--- config.mk ---
export PLATFORM = sky130hd
export DESIGN_NAME = sensor_spi_host
export DESIGN_NICKNAME = d
export VERILOG_FILES = /design/src/rtl/sensor_spi_pkg.sv /design/src/rtl/sensor_spi_pace.sv /design/src/rtl/sensor_spi_shift.sv /design/src/rtl/sensor_spi_host.sv
export SDC_FILE = /design/constraint.sdc
export NUM_CORES = 1
export LEC_CHECK = 0
export BUFFER_PORTS_ARGS = -buffer_cell sky130_fd_sc_hd__buf_2
export CAP_MARGIN = 40
export CORE_ASPECT_RATIO = 1.1
export CORE_MARGIN = 8
export CORE_UTILIZATION = 40
export CTS_BUF_LIST = sky130_fd_sc_hd__clkbuf_2 sky130_fd_sc_hd__clkbuf_4 sky130_fd_sc_hd__clkbuf_8
export DETAILED_ROUTE_END_ITERATION = 16
export PLACE_DENSITY = 0.69
export SLEW_MARGIN = 15
export SYNTH_ARGS = -nofsm -noshare
export SYNTH_HDL_FRONTEND = slang
export SYNTH_SLANG_ARGS = --single-unit
--- constraint.sdc ---
create_clock -name clk -period 4 [get_ports clk]
set_clock_uncertainty 0.2 [all_clocks]
set_input_delay 0 -clock clk [delete_from_list [all_inputs] [get_ports clk]]
set_output_delay 0 -clock clk [all_outputs]
set_load 0.05 [all_outputs]
--- src/rtl/sensor_spi_pkg.sv ---
// Shared types and elaboration-time helpers for the sensor SPI host.
// Assumes every count fits in 32 bits after rounding.
package sensor_spi_pkg;

    typedef enum logic [2:0] {
        ST_IDLE,
        ST_GAP,
        ST_SETUP,
        ST_LOW,
        ST_HIGH,
        ST_DONE
    } host_state_t;

    // Rounded-up integer division used to turn limits into clock counts.
    function automatic int unsigned cycles_ceil(longint unsigned num, longint unsigned den);
        longint unsigned q;
        q = (num + den - 64'd1) / den;
        return q[31:0];
    endfunction

endpackage

--- src/rtl/sensor_spi_pace.sv ---
// Frame pacing: counts clocks since the last chip-select falling edge and
// reports when the next frame may start for the selected mode.
// Assumes FAST_CYC and NORM_CYC are both at least 1.
module sensor_spi_pace #(
    parameter int unsigned FAST_CYC = 5000,
    parameter int unsigned NORM_CYC = 12500
) (
    input  logic clk,
    input  logic rst_n,
    input  logic cs_fall,
    input  logic fast,
    output logic ok
);
    localparam int unsigned MAX_CYC = (FAST_CYC > NORM_CYC) ? FAST_CYC : NORM_CYC;
    localparam int W = $clog2(MAX_CYC + 1);
    localparam logic [W-1:0] SAT   = W'(MAX_CYC);
    localparam logic [W-1:0] F_LIM = W'(FAST_CYC - 1);
    localparam logic [W-1:0] N_LIM = W'(NORM_CYC - 1);

    logic [W-1:0] since;

    // Saturating clock count since the last chip-select fall; starts saturated.
    always_ff @(posedge clk) begin
        if (!rst_n)
            since <= SAT;
        else if (cs_fall)
            since <= '0;
        else if (since != SAT)
            since <= since + 1'b1;
    end

    assign ok = since >= (fast ? F_LIM : N_LIM);

    p_count_step_r8: assert property (@(posedge clk) disable iff (!rst_n)
        (!cs_fall && since != SAT) |=> (since == $past(since) + 1'b1));

    p_count_hold_r8: assert property (@(posedge clk) disable iff (!rst_n)
        (!cs_fall && since == SAT) |=> (since == SAT));

endmodule

--- src/rtl/sensor_spi_shift.sv ---
// Frame shifter: loads the outgoing word, puts one bit on MOSI per drive
// strobe and captures MISO per sample strobe, counting captured bits.
// Assumes the strobes are never active together.
module sensor_spi_shift #(
    parameter int unsigned FRAME_BITS = 16
) (
    input  logic                  clk,
    input  logic                  rst_n,
    input  logic                  load,
    input  logic [FRAME_BITS-1:0] tx_word,
    input  logic                  drive,
    input  logic                  sample,
    input  logic                  miso,
    output logic                  mosi,
    output logic [FRAME_BITS-1:0] rx_word,
    output logic                  all_in
);
    localparam int CW = $clog2(FRAME_BITS + 1);
    localparam logic [CW-1:0] FULL = CW'(FRAME_BITS);

    logic [FRAME_BITS-1:0] tx;
    logic [CW-1:0]         nbit;

    // Shift out on drive, shift in on sample, restart on load.
    always_ff @(posedge clk) begin
        if (!rst_n) begin
            tx      <= '0;
            rx_word <= '0;
            nbit    <= '0;
            mosi    <= 1'b1;
        end else if (load) begin
            tx   <= tx_word;
            nbit <= '0;
        end else begin
            if (drive) begin
                mosi <= tx[FRAME_BITS-1];
                tx   <= {tx[FRAME_BITS-2:0], 1'b0};
            end
            if (sample) begin
                rx_word <= {rx_word[FRAME_BITS-2:0], miso};
                nbit    <= nbit + 1'b1;
            end
        end
    end

    assign all_in = (nbit == FULL);

    p_bit_bound_r2: assert property (@(posedge clk) disable iff (!rst_n)
        nbit <= FULL);

    p_no_extra_sample_r2: assert property (@(posedge clk) disable iff (!rst_n)
        all_in |-> !sample);

    p_strobe_excl_r2: assert property (@(posedge clk) disable iff (!rst_n)
        !(drive && sample));

endmodule

--- src/rtl/sensor_spi_host.sv ---
// Sensor SPI host: one 16-bit frame per accepted request, with SCLK idling high,
// MOSI changed on falling edges and MISO captured on rising edges. The SCLK
// half period and the minimum chip-select period come from the latched mode.
// Assumes CS_SETUP_NS > 0 and that a frame is shorter than either period.
module sensor_spi_host
    import sensor_spi_pkg::*;
#(
    parameter int unsigned CLK_HZ         = 125_000_000,
    parameter int unsigned FAST_SCLK_HZ   = 2_500_000,
    parameter int unsigned NORM_SCLK_HZ   = 1_000_000,
    parameter int unsigned FAST_PERIOD_NS = 40_000,
    parameter int unsigned NORM_PERIOD_NS = 100_000,
    parameter int unsigned CS_SETUP_NS    = 49,
    parameter logic [7:0]  FAST_MAX_CODE  = 8'h07
) (
    input  logic        clk,
    input  logic        rst_n,
    input  logic        start,
    input  logic        wr,
    input  logic [5:0]  addr,
    input  logic [7:0]  wdata,
    input  logic [7:0]  smpl_code,
    output logic        busy,
    output logic        done,
    output logic [15:0] rdata,
    output logic        spi_cs_n,
    output logic        spi_sclk,
    output logic        spi_mosi,
    input  logic        spi_miso
);
    localparam int unsigned FRAME_BITS = 16;
    localparam int unsigned HALF_F = cycles_ceil(64'(CLK_HZ), 64'(2) * FAST_SCLK_HZ);
    localparam int unsigned HALF_N = cycles_ceil(64'(CLK_HZ), 64'(2) * NORM_SCLK_HZ);
    localparam int unsigned SETUP  = cycles_ceil(64'(CS_SETUP_NS) * CLK_HZ, 64'd1_000_000_000);
    localparam int unsigned PER_F  = cycles_ceil(64'(FAST_PERIOD_NS) * CLK_HZ, 64'd1_000_000_000);
    localparam int unsigned PER_N  = cycles_ceil(64'(NORM_PERIOD_NS) * CLK_HZ, 64'd1_000_000_000);
    localparam int unsigned HALF_MAX = (HALF_F > HALF_N) ? HALF_F : HALF_N;
    localparam int unsigned CNT_MAX  = (HALF_MAX > SETUP) ? HALF_MAX : SETUP;
    localparam int CW = $clog2(CNT_MAX + 1);
    localparam logic [CW-1:0] SETUP_LAST = CW'(SETUP - 1);
    localparam logic [CW-1:0] HF_LAST    = CW'(HALF_F - 1);
    localparam logic [CW-1:0] HN_LAST    = CW'(HALF_N - 1);

    host_state_t     state;
    logic [CW-1:0]   cnt;
    logic            fast_q;
    logic [CW-1:0]   half_last;
    logic            load, drive, sample, all_in, pace_ok, cs_fall;
    logic [15:0]     rx_word;

    assign busy      = (state != ST_IDLE);
    assign half_last = fast_q ? HF_LAST : HN_LAST;
    assign load      = (state == ST_IDLE) && start;
    assign cs_fall   = (state == ST_GAP) && pace_ok;
    assign sample    = (state == ST_LOW) && (cnt == half_last);
    assign drive     = ((state == ST_SETUP) && (cnt == SETUP_LAST)) ||
                       ((state == ST_HIGH) && (cnt == half_last) && !all_in);

    sensor_spi_pace #(
        .FAST_CYC (PER_F),
        .NORM_CYC (PER_N)
    ) u_pace (
        .clk     (clk),
        .rst_n   (rst_n),
        .cs_fall (cs_fall),
        .fast    (fast_q),
        .ok      (pace_ok)
    );

    sensor_spi_shift #(
        .FRAME_BITS (FRAME_BITS)
    ) u_shift (
        .clk     (clk),
        .rst_n   (rst_n),
        .load    (load),
        .tx_word ({wr, addr, wdata}),
        .drive   (drive),
        .sample  (sample),
        .miso    (spi_miso),
        .mosi    (spi_mosi),
        .rx_word (rx_word),
        .all_in  (all_in)
    );

    // Frame sequencer: pacing wait, chip-select setup, SCLK phases, release.
    always_ff @(posedge clk) begin
        if (!rst_n) begin
            state    <= ST_IDLE;
            cnt      <= '0;
            fast_q   <= 1'b0;
            spi_cs_n <= 1'b1;
            spi_sclk <= 1'b1;
            done     <= 1'b0;
            rdata    <= '0;
        end else begin
            done <= 1'b0;
            unique case (state)
                ST_IDLE: begin
                    if (start) begin
                        fast_q <= (smpl_code <= FAST_MAX_CODE);
                        state  <= ST_GAP;
                    end
                end
                ST_GAP: begin
                    if (pace_ok) begin
                        spi_cs_n <= 1'b0;
                        cnt      <= '0;
                        state    <= ST_SETUP;
                    end
                end
                ST_SETUP: begin
                    if (cnt == SETUP_LAST) begin
                        spi_sclk <= 1'b0;
                        cnt      <= '0;
                        state    <= ST_LOW;
                    end else begin
                        cnt <= cnt + 1'b1;
                    end
                end
                ST_LOW: begin
                    if (cnt == half_last) begin
                        spi_sclk <= 1'b1;
                        cnt      <= '0;
                        state    <= ST_HIGH;
                    end else begin
                        cnt <= cnt + 1'b1;
                    end
                end
                ST_HIGH: begin
                    if (cnt == half_last) begin
                        cnt <= '0;
                        if (all_in) begin
                            spi_cs_n <= 1'b1;
                            state    <= ST_DONE;
                        end else begin
                            spi_sclk <= 1'b0;
                            state    <= ST_LOW;
                        end
                    end else begin
                        cnt <= cnt + 1'b1;
                    end
                end
                ST_DONE: begin
                    done  <= 1'b1;
                    rdata <= rx_word;
                    state <= ST_IDLE;
                end
                default: state <= ST_IDLE;
            endcase
        end
    end

    p_sclk_idle_r2: assert property (@(posedge clk) disable iff (!rst_n)
        spi_cs_n |-> spi_sclk);

    p_done_single_r9: assert property (@(posedge clk) disable iff (!rst_n)
        done |=> !done);

    p_done_after_cs_r9: assert property (@(posedge clk) disable iff (!rst_n)
        done |-> (spi_cs_n && $past(spi_cs_n) && !busy));

    p_mode_hold_r11: assert property (@(posedge clk) disable iff (!rst_n)
        (busy && $past(busy)) |-> $stable(fast_q));

    p_cs_quiet_gap_r8: assert property (@(posedge clk) disable iff (!rst_n)
        (state == ST_GAP && !pace_ok) |=> spi_cs_n);

endmodule

---- Word level (Yosys, flattened, before mapping) ----
Index checks and enable logic that the tools add are counted.
word-level totals
  register bits ........................... 81
  bits in latches ......................... 0
  bits in writable memories ............... 0
  bits in read-only memories .............. 0
  input port bits ......................... 27
  output and inout bits ................... 21
  memories ................................ 0
cells by class
  add/subtract/negate cells ............... 3
  $mul .................................... 0
  divide/modulo/power cells ............... 0
  order comparisons ....................... 2
  equal/unequal tests ..................... 16
  shift operators ......................... 0
  mux-type cells .......................... 27
  bitwise logic cells ..................... 2
  reductions and logical operators ........ 25
operator list
  cell                                                            number
  2-to-1 mux 14 bit                                               3
  2-to-1 mux 15 bit                                               2
  2-to-1 mux 6 bit                                                4
  2-to-1 mux 3 bit                                                6
  one-hot mux 6 bit (3 select lines)                              1
  one-hot mux 3 bit (5 select lines)                              1
  adder 14 x 1 -> 14 bit, second input constant                   1
  greater-or-equal comparator 14 bit                              1
  inequality test 14 bit, second input constant                   1
  AND reduction 5 bit                                             2
  nonzero test 3 bit                                              3
  less-or-equal comparator 8 x 3 -> 1 bit, second input constant  1
  2-to-1 mux 1 bit                                                8
  inequality test 2 bit, second input constant                    4
  AND reduction 2 bit                                             4
  adder 6 x 1 -> 6 bit, second input constant                     1
  == test 3 x 2 -> 1 bit, second input constant                   2
  == test 3 bit, second input constant                            2
  == test 6 x 3 -> 1 bit, second input constant                   1
  == test 6 bit                                                   1
  logical AND 1 bit                                               6
  inequality test 2 x 1 -> 1 bit, second input constant           3
  nonzero test 2 bit                                              3
  OR reduction 2 bit                                              3
  10 further kinds                                                11

---- Longest topological paths before layout ----
  depth after elaboration ................. 7
  gate-level depth with buffers ........... 8
  gate-level depth less buffers ........... 7

---- Modules after synthesis ----
Synthesis repeated with hierarchy kept, for this count alone.
second synthesis, totals
  cell total of the unflattened synthesis .. 440
  area, all modules ....................... 3806.2 um^2
by module, submodules not included
  module            times used  cells an instance  area an instance (um^2)  sequential area each (um^2)
  sensor_spi_shift  1           172                1555.2                   760.7
  sensor_spi_host   1           178                1432.6                   580.6
  sensor_spi_pace   1           90                 818.3                    280.3

---- Worst setup path after synthesis ----
No wires, ideal clock.
  path type ............................... reg-to-reg
  from .................................... register fast_q
  to ...................................... register state[1]
  setup time .............................. 0.120 ns
  arrival time ............................ 2.094 ns
  data required time ...................... 3.680 ns
  setup slack ............................. 1.586 ns
  cell stages (with the launch flop) ...... 8
  path buffers ............................ 0
  period minus slack after synthesis ...... 2.414 ns
  cells stage by stage .................... dfxtp_1 > inv_1 > ha_1 > a211o_1 > a211o_1 > a221oi_2 > nor2_1 > o31a_1
on the way
  cells in the longest elaborated chain, start to end .. 4
  elaborated cells on any way between the ends .. 8
RTL lines
  what                                                                               line                                                                   text
  start, declared                                                                    sensor_spi_host.sv:46                                                  logic fast_q;
  start signal, assigned                                                             sensor_spi_host.sv:100                                                 fast_q <= (smpl_code <= FAST_MAX_CODE);
  2-to-1 mux 14 bit or 2-to-1 mux 6 bit (tied branches)                              sensor_spi_pace.sv:32, sensor_spi_host.sv:52
  greater-or-equal comparator 14 bit or == test 6 bit (tied branches)                sensor_spi_pace.sv:32, sensor_spi_host.sv:121, sensor_spi_host.sv:130
  inequality test 2 bit (no line) or inequality test 2 x 1 -> 1 bit (tied branches)  -
  AND reduction 5 bit (no line) (*)                                                  -
  end signal, assigned                                                               sensor_spi_host.sv:88                                                  state <= ST_IDLE;
  end signal, assigned                                                               sensor_spi_host.sv:101                                                 state <= ST_GAP;
  end signal, assigned                                                               sensor_spi_host.sv:108                                                 state <= ST_SETUP;
  end, declared                                                                      sensor_spi_host.sv:44                                                  host_state_t state;
Mark *: on every way between the ends. The rest lies on a longest branch, timed or not.
A chain may end at the register's enable or synchronous reset.

---- Worst setup path after layout ----
  from .................................... register fast_q
  to ...................................... register u_shift.tx[0]
on the way
  cells in the longest elaborated chain, start to end .. 6
RTL lines
  what                            line                    text
  2-to-1 mux 6 bit                sensor_spi_host.sv:52   assign half_last = fast_q ? HF_LAST : HN_LAST;
  == test 6 bit                   sensor_spi_host.sv:57   ((state == ST_HIGH) && (cnt == half_last) && !all_in);
  logical AND 1 bit (2 in a row)  sensor_spi_host.sv:57
  logical OR 1 bit                sensor_spi_host.sv:56   assign drive = ((state == ST_SETUP) && (cnt == SETUP_LAST)) ||
  nonzero test 2 bit (no line)    -
  end signal, assigned            sensor_spi_shift.sv:32  tx <= tx_word;
  end signal, assigned            sensor_spi_shift.sv:37  tx <= {tx[FRAME_BITS-2:0], 1'b0};
  end, declared                   sensor_spi_shift.sv:21  logic [FRAME_BITS-1:0] tx;
Every way passes these cells.

==> flow_metrics.env <==
export IMPL_crit_type="reg2reg"
export IMPL_dp_cells=553
export IMPL_grt_ovfl_total=0
export IMPL_holdWs_ns=0.220
export IMPL_hold_path_class="in2reg"
export IMPL_ff2ff_setup_slack_ns=1.11
export IMPL_drc=0
export IMPL_vias=3099
export IMPL_hold_start="spi_miso"
export IMPL_utilization=0.489
export IMPL_cap_violations=0
export IMPL_end_kind="flip-flop"
export IMPL_clk_latency_ns=0.36
export IMPL_track_usage=0.141
export IMPL_cts_sinks=81
export IMPL_crit_path_start_kind="flip-flop"
export IMPL_routedWlPerCell_um=14.0
export IMPL_arrival_ns=2.94
export IMPL_worstPathCellList="or4b_4, a211o_1, or2_2, nand4_1, a21oi_1, dlygate4sd3_1"
export IMPL_dp_hpwl_um=5510
export IMPL_layout_common_cells="81 x dfxtp_1, 67 x nand2_1, 44 x buf_2"
export IMPL_syn_nets=453
export IMPL_htreeDepth=3
export IMPL_peakVddDrop_mv=0.243
export IMPL_synthArstFlopShare=0
export IMPL_leakage_uw=0.00174
export IMPL_required_ns=4.05
export IMPL_start_util=0.408
export IMPL_final_common_cell="dfxtp_1"
export IMPL_drv_slew=0
export IMPL_regToRegStartpoint="fast_q"
export IMPL_cts_root_buf="clkbuf_8"
export IMPL_ctsLongestPathBuffers=2
export IMPL_drive_gt1_frac=0.147
export IMPL_max_stage_delay_ns=0.59
export IMPL_diodes=0
export IMPL_rsz0062_at_grt="false"
export IMPL_setup_violations=0
export IMPL_synth_flop_cell="dfxtp_1"
export IMPL_fp_dieW_um=107
export IMPL_power_uw=2210
export IMPL_grt_pass1_vias=3160
export IMPL_stdcell_count=591
export IMPL_maxSlewHeadroom=0.458
export IMPL_p_clk_frac=0.306
export IMPL_synth_edf_count=0
export IMPL_wl_um=8290
export IMPL_tightest_slew_ns=0.802
export IMPL_viasPerCell=5.24
export IMPL_clkTransAtPathRegs_ns=0.09
export IMPL_hold_path_depth=4
export IMPL_cts_tree="built"
export IMPL_ys_warnings_count=0
export IMPL_critPathMaxFanout=7
export IMPL_fp_dieH_um=116
export IMPL_synthCells=414
export IMPL_io_pins=48
export IMPL_synth_area_mm2=0.00360
export IMPL_portBuffers=44
export IMPL_status="complete, no violations"
export IMPL_core_mm2=0.00883
export IMPL_avgSynthCellArea_um2=8.71
export IMPL_drtAntennaViolNets=0
export IMPL_synth_cell_type_count=48
export IMPL_p_seq_frac=0.445
export IMPL_drt_iter0_markers=186
export IMPL_area_growth_pct=19.9
export IMPL_power_density_mw_per_mm2=511
export IMPL_die_area_mm2=0.0123
export IMPL_r2r_end="u_shift.tx[0]"
export IMPL_final_net_count=511
export IMPL_fin_tns_setup_ns=0
export IMPL_p_int_uw=1470
export IMPL_cts_buffers=9
export IMPL_max_freq_ghz=0.347
export IMPL_antenna_found_initial=0
export IMPL_swShare=0.333
export IMPL_min_period_ns=2.89
export IMPL_grt_pass1_wl_um=14300
export IMPL_row_count=36
export IMPL_ys_ff_latch=81
export IMPL_holdPathEnd="u_shift.rx_word[0]"
export IMPL_seq_area_frac_synth=0.450
export IMPL_globalplace_congestion=0.841
export IMPL_hold_viol_final=0
export IMPL_dr_pass1_iters=4
export IMPL_grt_max_degree=52
export IMPL_period_share=0.721
export IMPL_p_comb_frac=0.249
export IMPL_crit_slowest_cell="dlygate4sd3_1"
export IMPL_switchingPower_uw=737
export IMPL_reg2reg_depth=6
==> per-layer routing <==
layer	global-route usage	wire length (um)
met2	0.249	4150
met3	0.0373	229
met1	0.157	3740
met5	0	0
met4	0.0554	161
==> flip-flops by register name (all words and copies together), names as in the netlist <==
name / count
cnt: 6
done: 1
fast_q: 1
rdata: 16
spi_cs_n: 1
spi_sclk: 1
state: 3
u_pace.since: 14
u_shift.mosi: 1
u_shift.nbit: 5
u_shift.rx_word: 16
u_shift.tx: 16
==> power groups by stage <==
stage	sequential (uW)	combinational [uW]	clock, uW
final	982	549	677
after global routing	998	617	733
after CTS	981	546	696
after detailed placement	1000	526	0
after global placement	997	507	0
after floorplan	976	429	0
==> through the flow <==
stage	worst slack (ns)	area, um2
finish	1.11	4320
global route	1.05	4320
detailed placement	1.24	3870
global placement	1.30	3870
CTS	1.15	4320
floorplan	1.59	3600
==> area by class of cell <==
type,count,area [um2]
Clock buffer,10,138
Multi-Input combinational cell,298,1820
Tap cell,114,143
Timing Repair Buffer,67,448
Inverter,15,56.3
Fill cell,872,4510
Clock inverter,6,90.1
Sequential cell,81,1620
==> synth_stat cells (all sizes together), types with 2 or more instances <==
cell | instances | area share
xnor2 | 5 | 0.012
inv | 14 | 0.015
nor2 | 39 | 0.041
xor2 | 10 | 0.024
nand2 | 67 | 0.070
nand4 | 5 | 0.0087
and2 | 5 | 0.0087
or4 | 2 | 0.0042
o21ai | 16 | 0.025
clkbuf | 13 | 0.014
o2bb2ai | 2 | 0.0049
nand3 | 12 | 0.018
mux2i | 20 | 0.056
ha | 12 | 0.042
a211o | 3 | 0.0073
dfxtp | 81 | 0.45
or2 | 3 | 0.0052
nor3 | 6 | 0.0083
buf | 7 | 0.015
nor2b | 3 | 0.0052
a31oi | 3 | 0.0052
a21oi | 42 | 0.061
o31ai | 2 | 0.0042
nor4 | 3 | 0.0052
o221ai | 3 | 0.0073
a22oi | 15 | 0.031
nand2b | 3 | 0.0052
or3 | 3 | 0.0052
==> worst max-delay path, delay by kind of cell (launching register included) <==
kind / cells / cell delay (ns)
AOI/OAI and AO/OA: 2 / 0.47
buffers and inverters: 1 / 0.59
DFF: 1 / 0.51
and+or+nand+nor: 3 / 1.02
==> repair_timing <==
| item | 4_1_cts | 5_1_grt |
|---|---|---|
| setup buffers | 0 | 0 |
| hold buffers | 22 | 0 |
| gates resized for setup | 0 | 0 |
| hold endpoints to repair | 40 | 0 |
==> cells by family (layout without fill, tap and decap cells) <==
kind of cell | after synthesis | in the layout | share of synthesized area
AOI/OAI and AO/OA | 94 | 94 | 0.173
xor gates and xnor gates | 15 | 15 | 0.0364
adders and majority gates | 12 | 12 | 0.0417
buffers and inverters | 35 | 98 | 0.0441
DFF | 81 | 81 | 0.450
muxes | 20 | 20 | 0.0555
and+or+nand+nor | 157 | 157 | 0.200
==> how the worst max path moves through the flow <==
stage,start,endpoint,slack [ns],depth (start not counted)
CTS,fast_q,u_shift.tx[0],1.15,6
global route,fast_q,u_shift.tx[0],1.05,6
detailed placement,fast_q,state[1],1.24,7
floorplan,fast_q,state[1],1.59,7
global placement,fast_q,state[1],1.30,7
finish,fast_q,u_shift.tx[0],1.11,6
No activity file was read; power rests on OpenSTA's default activity.
